[src/rtl/mbox_pkg.sv]
package mbox_pkg;
  localparam int PAIRS = 12;
  localparam int BYTES = 2 * PAIRS;
  localparam int IDXW  = $clog2(BYTES);

  // strobes from the address decoder to the storage
  typedef struct packed {
    logic            mcuWr;
    logic            mcuRdHit;
    logic [IDXW-1:0] mcuIdx;
    logic            hostWrLo;
    logic            hostWrHi;
    logic            hostRdHit;
    logic [IDXW-2:0] hostPair;
  } mboxCtl_t;
endpackage

[src/rtl/mbox_ctrl.sv]
module mbox_ctrl
  import mbox_pkg::*;
#(
  parameter int MCU_AW  = 8,
  parameter int HOST_AW = 12,
  parameter logic [MCU_AW-1:0]  MCU_BASE  = 8'h50,
  parameter logic [HOST_AW-1:0] HOST_BASE = 12'h020
) (
  input  logic [MCU_AW-1:0]  mcuAddr,
  input  logic               mcuWe,
  input  logic [HOST_AW-1:0] hostAddr,
  input  logic               hostWe,
  input  logic [1:0]         hostBe,
  output mboxCtl_t           ctl
);
  localparam logic [MCU_AW-1:0]  MCU_SPAN  = MCU_AW'(BYTES);
  localparam logic [HOST_AW-3:0] HOST_SPAN = (HOST_AW-2)'(PAIRS);

  logic [MCU_AW-1:0]  mcuRel;
  logic [HOST_AW-1:0] hostRel;
  logic               mcuHit;
  logic               hostHit;
  logic [IDXW-1:0]    mcuIdx;
  logic [IDXW-2:0]    hostPair;
  logic               hostWrLo;
  logic               hostWrHi;
  logic               clash;

  assign mcuRel  = mcuAddr - MCU_BASE;
  assign hostRel = hostAddr - HOST_BASE;

  assign mcuHit  = (mcuAddr >= MCU_BASE) && (mcuRel < MCU_SPAN);
  assign hostHit = (hostAddr >= HOST_BASE) && (hostRel[1:0] == 2'b00) &&
                   (hostRel[HOST_AW-1:2] < HOST_SPAN);

  assign mcuIdx   = mcuRel[IDXW-1:0];
  assign hostPair = hostRel[2 +: (IDXW-1)];

  assign hostWrLo = hostWe && hostHit && hostBe[0];
  assign hostWrHi = hostWe && hostHit && hostBe[1];

  // host side takes the byte when both address it in one cycle
  assign clash = (hostWrLo && (mcuIdx == {hostPair, 1'b0})) ||
                 (hostWrHi && (mcuIdx == {hostPair, 1'b1}));

  always_comb begin
    ctl.mcuWr     = mcuWe && mcuHit && !clash;
    ctl.mcuRdHit  = mcuHit;
    ctl.mcuIdx    = mcuIdx;
    ctl.hostWrLo  = hostWrLo;
    ctl.hostWrHi  = hostWrHi;
    ctl.hostRdHit = hostHit;
    ctl.hostPair  = hostPair;
  end
endmodule

[src/rtl/mbox_store.sv]
module mbox_store
  import mbox_pkg::*;
(
  input  logic        clk,
  input  logic        rstN,
  input  mboxCtl_t    ctl,
  input  logic [7:0]  mcuWdata,
  input  logic [15:0] hostWdata,
  output logic [7:0]  mcuRdata,
  output logic [31:0] hostRdata
);
  logic [7:0] mem [BYTES];

  for (genvar gi = 0; gi < BYTES; gi++) begin : g_byte
    localparam logic [IDXW-1:0] MY_IDX = IDXW'(gi);
    localparam logic            MY_HI  = MY_IDX[0];
    logic hostHere;
    assign hostHere = (ctl.hostPair == MY_IDX[IDXW-1:1]) &&
                      (MY_HI ? ctl.hostWrHi : ctl.hostWrLo);

    always_ff @(posedge clk or negedge rstN) begin
      if (!rstN) begin
        mem[gi] <= 8'h00;
      end else if (hostHere) begin
        mem[gi] <= MY_HI ? hostWdata[15:8] : hostWdata[7:0];
      end else if (ctl.mcuWr && (ctl.mcuIdx == MY_IDX)) begin
        mem[gi] <= mcuWdata;
      end
    end
  end

  always_ff @(posedge clk or negedge rstN) begin
    if (!rstN) begin
      mcuRdata  <= 8'h00;
      hostRdata <= 32'h0;
    end else begin
      mcuRdata  <= ctl.mcuRdHit ? mem[ctl.mcuIdx] : 8'h00;
      hostRdata <= ctl.hostRdHit ?
                   {16'h0, mem[{ctl.hostPair, 1'b1}], mem[{ctl.hostPair, 1'b0}]} :
                   32'h0;
    end
  end
endmodule

[src/rtl/mbox_regfile.sv]
module mbox_regfile
  import mbox_pkg::*;
#(
  parameter int MCU_AW  = 8,
  parameter int HOST_AW = 12,
  parameter logic [MCU_AW-1:0]  MCU_BASE  = 8'h50,
  parameter logic [HOST_AW-1:0] HOST_BASE = 12'h020
) (
  input  logic               clk,
  input  logic               rstN,
  input  logic [MCU_AW-1:0]  mcuAddr,
  input  logic               mcuWe,
  input  logic [7:0]         mcuWdata,
  output logic [7:0]         mcuRdata,
  input  logic [HOST_AW-1:0] hostAddr,
  input  logic               hostWe,
  input  logic [1:0]         hostBe,
  input  logic [15:0]        hostWdata,
  output logic [31:0]        hostRdata
);
  mboxCtl_t ctl;

  mbox_ctrl #(
    .MCU_AW(MCU_AW), .HOST_AW(HOST_AW),
    .MCU_BASE(MCU_BASE), .HOST_BASE(HOST_BASE)
  ) u_ctrl (
    .mcuAddr(mcuAddr), .mcuWe(mcuWe),
    .hostAddr(hostAddr), .hostWe(hostWe), .hostBe(hostBe),
    .ctl(ctl)
  );

  mbox_store u_store (
    .clk(clk), .rstN(rstN), .ctl(ctl),
    .mcuWdata(mcuWdata), .hostWdata(hostWdata),
    .mcuRdata(mcuRdata), .hostRdata(hostRdata)
  );
endmodule

[config.mk]
export PLATFORM = sky130hd
export DESIGN_NAME = mbox_regfile
export DESIGN_NICKNAME = d
export VERILOG_FILES = /design/src/rtl/mbox_pkg.sv /design/src/rtl/mbox_ctrl.sv /design/src/rtl/mbox_store.sv /design/src/rtl/mbox_regfile.sv
export SDC_FILE = /design/constraint.sdc
export NUM_CORES = 1
export LEC_CHECK = 0
export BUFFER_PORTS_ARGS = -buffer_cell sky130_fd_sc_hd__buf_2
export CAP_MARGIN = 10
export CORE_MARGIN = 2
export CORE_UTILIZATION = 38
export CTS_BUF_LIST = sky130_fd_sc_hd__clkbuf_16
export DETAILED_ROUTE_END_ITERATION = 7
export RECOVER_POWER = 100
export SKIP_CTS_REPAIR_TIMING = 1
export SLEW_MARGIN = 10
export SYNTH_ARGS = -nofsm -noshare
export SYNTH_HDL_FRONTEND = slang
export SYNTH_SLANG_ARGS = --single-unit
export TNS_END_PERCENT = 20
[constraint.sdc]
create_clock -name clk -period 4.1 [get_ports clk]
set_input_delay 0.41 -clock clk [delete_from_list [all_inputs] [get_ports clk]]
set_output_delay 0.41 -clock clk [all_outputs]
set_load 0.02 [all_outputs]
Word level (Yosys, flattened, before mapping)
Cells that the tools add are included.
Word-level totals
  register bits after elaboration: 232
  word-level logic and storage cells: 220
Cells by class
  add/subtract/negate cells: 2
  order comparisons: 7
  eq/ne operators: 36
  multiplexer cells: 59
  bitwise operators: 3
  reductions and logical operators: 87
Operator list (number)
  $mux 8: 55
  $bmux 8 s5: 3
  $logic_and 1x1->1: 58
  $reduce_bool 2->1: 24
  $eq 5x4->1 const B: 8
  $eq 5x5->1 const B: 8
  $eq 5x3->1 const B: 4
  $ge 6x6->1 const B: 3
  $not 5->6: 3
  $eq 4x3->1 const B: 4
  $eq 4x4->1 const B: 4
  $mux 16: 1
  $ge 12x6->1 const B: 1
  $sub 12x6->12 const B: 1
  $eq 5x2->1 const B: 2
  $eq 5x5->1: 2
  $lt 10x4->1 const B: 1
  $eq 4x2->1 const B: 2
  $ge 8x7->1 const B: 1
  $lt 8x5->1 const B: 1
  $sub 8x7->8 const B: 1
  $eq 5x1->1 const B: 1
  $logic_not 5->1: 1
  $eq 4x1->1 const B: 1
  4 further kinds: 4

Logic depth before layout (Yosys ltp)
Gate-level depths: netlist of run 1.
  depth in word-level cells: 13
  mapped depth: 10

Cells and area by module
A second synthesis of run 1 with hierarchy kept.
Unflattened totals
  cells, all modules: 1325
  area total of the unflattened synthesis: 13733.2 µm²
Modules (own cells, without submodules)
  mbox_store: instances 1, cells an instance 1280, area each 13409.1 µm², sequential area each 5405.2 µm²
  mbox_ctrl: instances 1, cells an instance 45, area each 324.1 µm², sequential area each 0.0 µm²

Worst setup path after synthesis of run 1
OpenSTA, ideal clock, no wires.
  path kind: input -> register
  start: input mcuAddr[4]
  end: register u_store.mem[72] (netlist bit)
  arrival: 2.895 ns
  required time: 3.975 ns
  setup slack: 1.081 ns
  stages: 8
  buffers on the path: 2
  cells stage by stage: buf_2 inv_1 ha_1 o41ai_4 nand2_4 buf_4 o41ai_4 mux2_2
On the way
  word-level cells in the longest chain between the ends: 8
  elaborated cells on any way between the ends: 15
RTL lines
  from (decl): RTL line mbox_regfile.sv:11  | input logic [MCU_AW-1:0] mcuAddr,
  branches (longest 6 deep; another with $sub 8x7->8)
  $logic_and 1x1->1 *: RTL line mbox_store.sv:26  | end else if (ctl.mcuWr && (ctl.mcuIdx == MY_IDX)) begin
  $reduce_bool 2->1 (no source line) *
  to (signal, indexed assignment): RTL line mbox_store.sv:25  | mem[gi] <= MY_HI ? hostWdata[15:8] : hostWdata[7:0];
  to (signal, indexed assignment): RTL line mbox_store.sv:27  | mem[gi] <= mcuWdata;
  to (decl): RTL line mbox_store.sv:12  | logic [7:0] mem [BYTES];
Every way passes the cells marked *.
A chain may end at the register's enable or synchronous reset.

Worst setup path in the final report of run 1
  start: input hostAddr[5]
  end: register u_store.mem[36] (netlist bit)
On the way
  word-level cells in the longest chain between the ends: 11
  elaborated cells on any way between the ends: 20
RTL lines
  from (decl): RTL line mbox_regfile.sv:15  | input logic [HOST_AW-1:0] hostAddr,
  $sub 12x6->12 / $ge 12x6->1 (equally long branches): RTL line mbox_ctrl.sv:30, mbox_ctrl.sv:33
  $lt 10x4->1 / $logic_and 1x1->1 (equally long branches): RTL line mbox_ctrl.sv:34, mbox_ctrl.sv:33
  $logic_and 1x1->1: RTL line mbox_ctrl.sv:33  | assign hostHit = (hostAddr >= HOST_BASE) && (hostRel[1:0] == 2'b00) &&
  $logic_and 1x1->1: RTL line mbox_ctrl.sv:39, mbox_ctrl.sv:40
  $logic_and 1x1->1, on equally long branches: RTL line mbox_ctrl.sv:39, mbox_ctrl.sv:40
  $logic_and 1x1->1, on equally long branches: RTL line mbox_ctrl.sv:43, mbox_ctrl.sv:44
  $logic_or 1x1->1: RTL line mbox_ctrl.sv:43  | assign clash = (hostWrLo && (mcuIdx == {hostPair, 1'b0})) ||
  $logic_not 1->1: RTL line mbox_ctrl.sv:47  | ctl.mcuWr = mcuWe && mcuHit && !clash;
  $logic_and 1x1->1: RTL line mbox_ctrl.sv:47
  $logic_and 1x1->1: RTL line mbox_store.sv:26
  $reduce_bool 2->1 (no source line)
Parallel ways exist; a longest one is shown, timed or not.

==> qor.csv, run 1 <==
metric,value,unit
FMAX,0.288,GHz
Total Nets Final,1121,
die span in y,198,µm
Mapped Cells,1025,
VDD IR max,0.230,mV
clk slew on worst S/H paths,0.06,ns
TritonCTS clock tree,built,
Post-synth EDFFs,0,
wire per inst,28.9,µm
WL met2,21300,µm
via density per instance,6.03,
ant diodes,0,
Sink Count,216,
post-synthesis sequential area ratio,37.7,%
antenna violations before repair,0,
RSZ-0062 raised after global routing,no,
DR pass1 iterations,5,
worst slew pin tran,3.39,ns
CP max FO,18,
Num CTS Buffers,27,
area of the multi-input gates,0.00826,mm²
IO Pins,90,
Leakage,0.00690,µW
Vias,9615,
share of cells above drive strength 1,57.9,%
min Tclk post-route,3.47,ns
vias in the first global route,9632,
CP endpoint kind,register,
Filler cells,3442,
Max clock buf depth,3,
first-pass GRT wire length,67900,µm
Syn. warnings,0,
hold violation count in the final report,0,
clock skew,0.0107,ns
kind of critical path,input pin to register,
"Setup violations, final",0,
Crit path required time,4.53,ns
Syn Std Cell Area,0.0143,mm²
max-slew violations,124,
Skew-Pair Late Insertion Delay,0.54,ns
mean post-synth cell area,14.0,µm²
most common flop cell mapped by yosys,dfrtp_1,
total routed wirelength,46000,µm
uppermost layer routed,met4,
Global Route Usage Sum,23.8,%
total gr overflow,0,
H-tree depth,1,
Worst slew margin,-126,%
total die area,0.0393,mm²
Synth cell types,51,
register area,0.00541,mm²
Root Buffer,clkbuf_16,
HPWL Detailed,31100,µm
status,"complete, but fails checks",
CP Launch Type,input pin,
Synth area leaders,"dfrtp_1, mux2_2, mux4_2",
post-route DRC violation count,0,
#FFs+latches synth,216,
FP Rows,71,
setup TNS,0,ns
Area Growth Syn to Fin,9.71,%
"Cell Area, Placed",0.0152,mm²
DR WL met3,3280,µm
power per cell area,331,mW/mm²
number of max-cap violations,1,
initial drt markers,737,
period utilization,84.6,%
number of port buffers,73,
GP Congestion,0.883,
Die X-Extent,198,µm
cell type with the largest total area after synthesis,dfrtp_1,
Core Region,0.0374,mm²
share of Yosys cell area claimed by the top area cell type,37.7,%
met1 wire length,19900,µm
failing checks,"max-capacitance violations, max-slew violations",
initial cell density of the core,38.4,%
Synth async-reset ratio,100,%
Routed Antenna Nets,0,
CP arrival,3.90,ns
largest net degree at the start of global routing,125,
Post-Layout Inst Area,0.0157,mm²
Hold Crit Class,input pin to register,
[cell usage after synthesis (4+ instances only)]
cell type / instances
buf_2: 4
dfrtp_1: 216
buf_4: 17
o41ai_4: 15
or2_2: 5
or3_1: 4
mux4_2: 104
mux2i_1: 23
nand2b_1: 5
nand2_1: 7
nor2_1: 26
inv_1: 14
nand3b_1: 7
nor3_1: 4
o22ai_1: 8
buf_1: 20
mux2_2: 386
nand3_1: 21
xnor2_1: 5
nand4_1: 4
and3_1: 7
a211oi_1: 15
clkbuf_1: 66
[worst max-delay path, cell delays in order]
cell,delay (ns)
clkbuf_1,0.60
inv_1,0.15
ha_1,0.28
and3b_1,0.18
a31oi_1,0.23
nor4_2,0.17
buf_4,0.23
o41ai_2,1.20
mux2_2,0.44
[cells in the final DEF (no fill, tap or decap), types with 7 or more instances in the layout]
| master | n |
|---|---|
| dfrtp_1 | 216 |
| and3_1 | 7 |
| a211oi_1 | 15 |
| o41ai_1 | 7 |
| inv_1 | 22 |
| nand2_1 | 7 |
| nor2_1 | 26 |
| o22ai_1 | 9 |
| clkbuf_1 | 26 |
| nand3b_1 | 7 |
| conb_1 | 16 |
| buf_4 | 33 |
| mux4_2 | 104 |
| buf_2 | 44 |
| mux2i_1 | 23 |
| clkbuf_16 | 27 |
| nand3_1 | 21 |
| mux2_2 | 385 |
[stage by stage]
| stage | hold slack [ns] | cells | total power (µW) | utilization [%] | setup slack (ns) |
|---|---|---|---|---|---|
| final | 0.469 | 1594 | 5210 | 42.1 | 0.630 |
| after global routing | 0.479 | 1594 | 5390 | 42.1 | 0.469 |
| after CTS | 0.0450 | 1594 | 5250 | 42.8 | 1.05 |
| after detailed placement | 0.513 | 1550 | 3070 | 40.7 | 0.491 |
| after global placement | 0.507 | 1550 | 3060 | 40.7 | 0.551 |
| after floorplan | 0.114 | 1040 | 2840 | - | 1.08 |
[area by class of cell]
cell class	instances	share of cell area [%]
Clock buffer	27	4.29
Clock inverter	17	0.668
Inverter	14	0.334
Multi-Input combinational cell	701	52.5
Sequential cell	216	34.3
Tap cell	511	4.06
Timing Repair Buffer	108	3.85
[routing by layer]
layer / GRT usage (%) / vias up
li1: - / 4023
met1: 32.9 / 5123
met2: 37.8 / 396
met3: 4.50 / 73
met4: 7.46 / 0
met5: 0 / -
[cell families after synthesis]
logic type / count (synthesis) / share of synthesized area, %
and+or+nand+nor: 108 / 4.33
AOI/OAI and AO/OA: 55 / 5.33
buffers and inverters: 123 / 3.80
other: 1 / 0.0261
DFF: 216 / 37.7
muxes: 513 / 48.2
xor gates and xnor gates: 6 / 0.366
adders and majority gates: 3 / 0.262
[path summary, 6_finish.rpt]
path,start,endpoint,slack (ns),depth (start not counted)
max,hostAddr[5],u_store.mem[36],0.63,9
min,hostWdata[8],u_store.mem[80],0.47,3
max reg2reg,u_store.mem[162],u_store.mcuRdata[2],2.27,4
min reg2reg,u_store.mem[97],u_store.mem[97],0.53,1
max in group asynchronous,rstN,u_store.mem[121],1.13,1
min in group asynchronous,rstN,u_store.mem[45],0.92,1
[sequential cells by signal, summed over array words and instances (netlist names)]
name and flops:
u_store.mem 192, u_store.hostRdata 16, u_store.mcuRdata 8
[report_power, final]
| part | total, µW | leakage [µW] | internal [µW] | switching [µW] |
|---|---|---|---|---|
| registers | 2330 | 0.00299 | 2240 | 89.4 |
| logic | 696 | 0.00350 | 334 | 362 |
| clock network | 2180 | 0.000414 | 1240 | 942 |
(Power assumes the default switching activity.)
==> inputs of run 2 (changes only) <==
Clock period 4.1 ns to 3.58 ns, I/O delays scaled along.
==> run 2 against run 1 <==
The flow still finishes with violations (max-capacitance violations, max-slew violations). Die area is the same. Register-to-register slack lost 0.48 ns. Setup slack lost 0.12 ns. Largest cell class unchanged. Sequential share of layout area shrank 0.34 points. Cell count grew 0.50%. Via count is essentially flat. Sequential power grew 15%. Clock power grew 17%. Sequential cell count is the same. Wire length shrank 1.0%. Clock skew grew 0.0051 ns. Non-clock buffer count grew 5.
==> qor.csv, run 2 (synthesized netlist as in run 1, its figures left out) <==
metric,value,unit
"Core Util, Final",42.5,%
Vias,9609,
Global Route Usage Sum,23.6,%
ant diodes,0,
total die area,0.0393,mm²
period utilization,85.9,%
wire per inst,28.4,µm
Tot Pwr,6020,µW
initial cell density of the core,38.4,%
Core Region,0.0374,mm²
number of port buffers,73,
CP arrival,3.50,ns
Top reg by flops,u_store.mem,
critical path startpoint,mcuAddr[4],
Num CTS Buffers,26,
failing checks,"max-capacitance violations, max-slew violations",
Leakage,0.00697,µW
die span in y,198,µm
Total Nets Final,1125,
reg2reg setup slack,1.79,ns
register area,0.00541,mm²
Area Growth Syn to Fin,10.8,%
RSZ-0062 raised after global routing,no,
status,"complete, but fails checks",
antenna violations before repair,1,
first-pass GRT wire length,67400,µm
hold violation count in the final report,0,
clk slew on worst S/H paths,0.06,ns
worst slew pin tran,2.22,ns
Crit path required time,4.01,ns
min Tclk post-route,3.07,ns
IO Pins,90,
post-route DRC violation count,0,
H-tree depth,1,
fin cells,1602,
Worst Hold Launch,hostAddr[5],
power per cell area,379,mW/mm²
CP max FO,12,
Filler cells,3429,
max reg flops,192,
kind of critical path,input pin to register,
Die X-Extent,198,µm
via density per instance,6.00,
Routed Antenna Nets,0,
Final Hold Slack,0.358,ns
total gr overflow,0,
vias in the first global route,9615,
max-slew violations,98,
total routed wirelength,45500,µm
"Setup violations, final",0,
largest net degree at the start of global routing,82,
Sink Count,216,
share of cells above drive strength 1,58.3,%
DR pass1 iterations,5,
HPWL Detailed,31100,µm
GP Congestion,0.857,
VDD IR max,0.288,mV
placed insts,1554,
Worst slew margin,-48.2,%
most frequent cells in the layout,"mux2_2, dfrtp_1, mux4_2",
CP Launch Type,input pin,
Root Buffer,clkbuf_16,
Top Registers,"u_store.mem (192), u_store.hostRdata (16), u_store.mcuRdata (8)",
r2r startpoint,u_store.mem[167],
FMAX,0.325,GHz
"most common cell after layout, fill and taps aside",mux2_2,
area of the multi-input gates,0.00835,mm²
Max clock buf depth,3,
Hold Crit Class,input pin to register,
setup TNS,0,ns
CP endpoint kind,register,
FP Rows,71,
clock skew,0.0158,ns
initial drt markers,820,
number of max-cap violations,2,
TritonCTS clock tree,built,
Skew-Pair Late Insertion Delay,0.55,ns
-- run 2: routing by layer --
layer	wire length, µm	track usage [%]	vias up
met5	13	0	-
met2	20900	36.7	372
met4	1660	8.74	2
met1	19800	32.9	5118
li1	-	-	4041
met3	3190	4.39	76
-- run 2: path summary, 6_finish.rpt --
kind                                        end  cells past startpoint
min reg2reg                     u_store.mem[78]                      1
max reg2reg                 u_store.mcuRdata[7]                      4
max                            u_store.mem[158]                      9
min                        u_store.hostRdata[0]                      3
max in group asynchronous      u_store.mem[174]                      3
min in group asynchronous       u_store.mem[44]                      2
-- run 2: critical path: stages --
cell	delay [ns]
buf_2	0.19
inv_1	0.12
ha_1	0.23
o41ai_1	0.65
nand2_4	0.30
buf_4	0.28
o41ai_4	0.34
clkbuf_1	0.59
mux2_2	0.42
-- run 2: through the flow --
step	worst slack, ns	cell area, µm²
after floorplan	0.613	14400
after global placement	0.369	15300
after detailed placement	0.281	15300
after CTS	0.867	16100
after global routing	0.430	15900
final	0.506	15900
-- run 2: layout make-up --
type | count | share of cell area, %
clock inverters | 21 | 0.976
well taps | 511 | 4.02
repair buffers | 113 | 4.11
inverters | 14 | 0.330
flip-flops and latches | 216 | 34.0
multi-input cells | 701 | 52.5
clock buffers | 26 | 4.09
-- run 2: where the power goes --
group	internal [µW]	switching [µW]	total, µW
combinational	389	421	810
clock	1460	1080	2540
sequential	2570	102	2670
total	4410	1610	6020
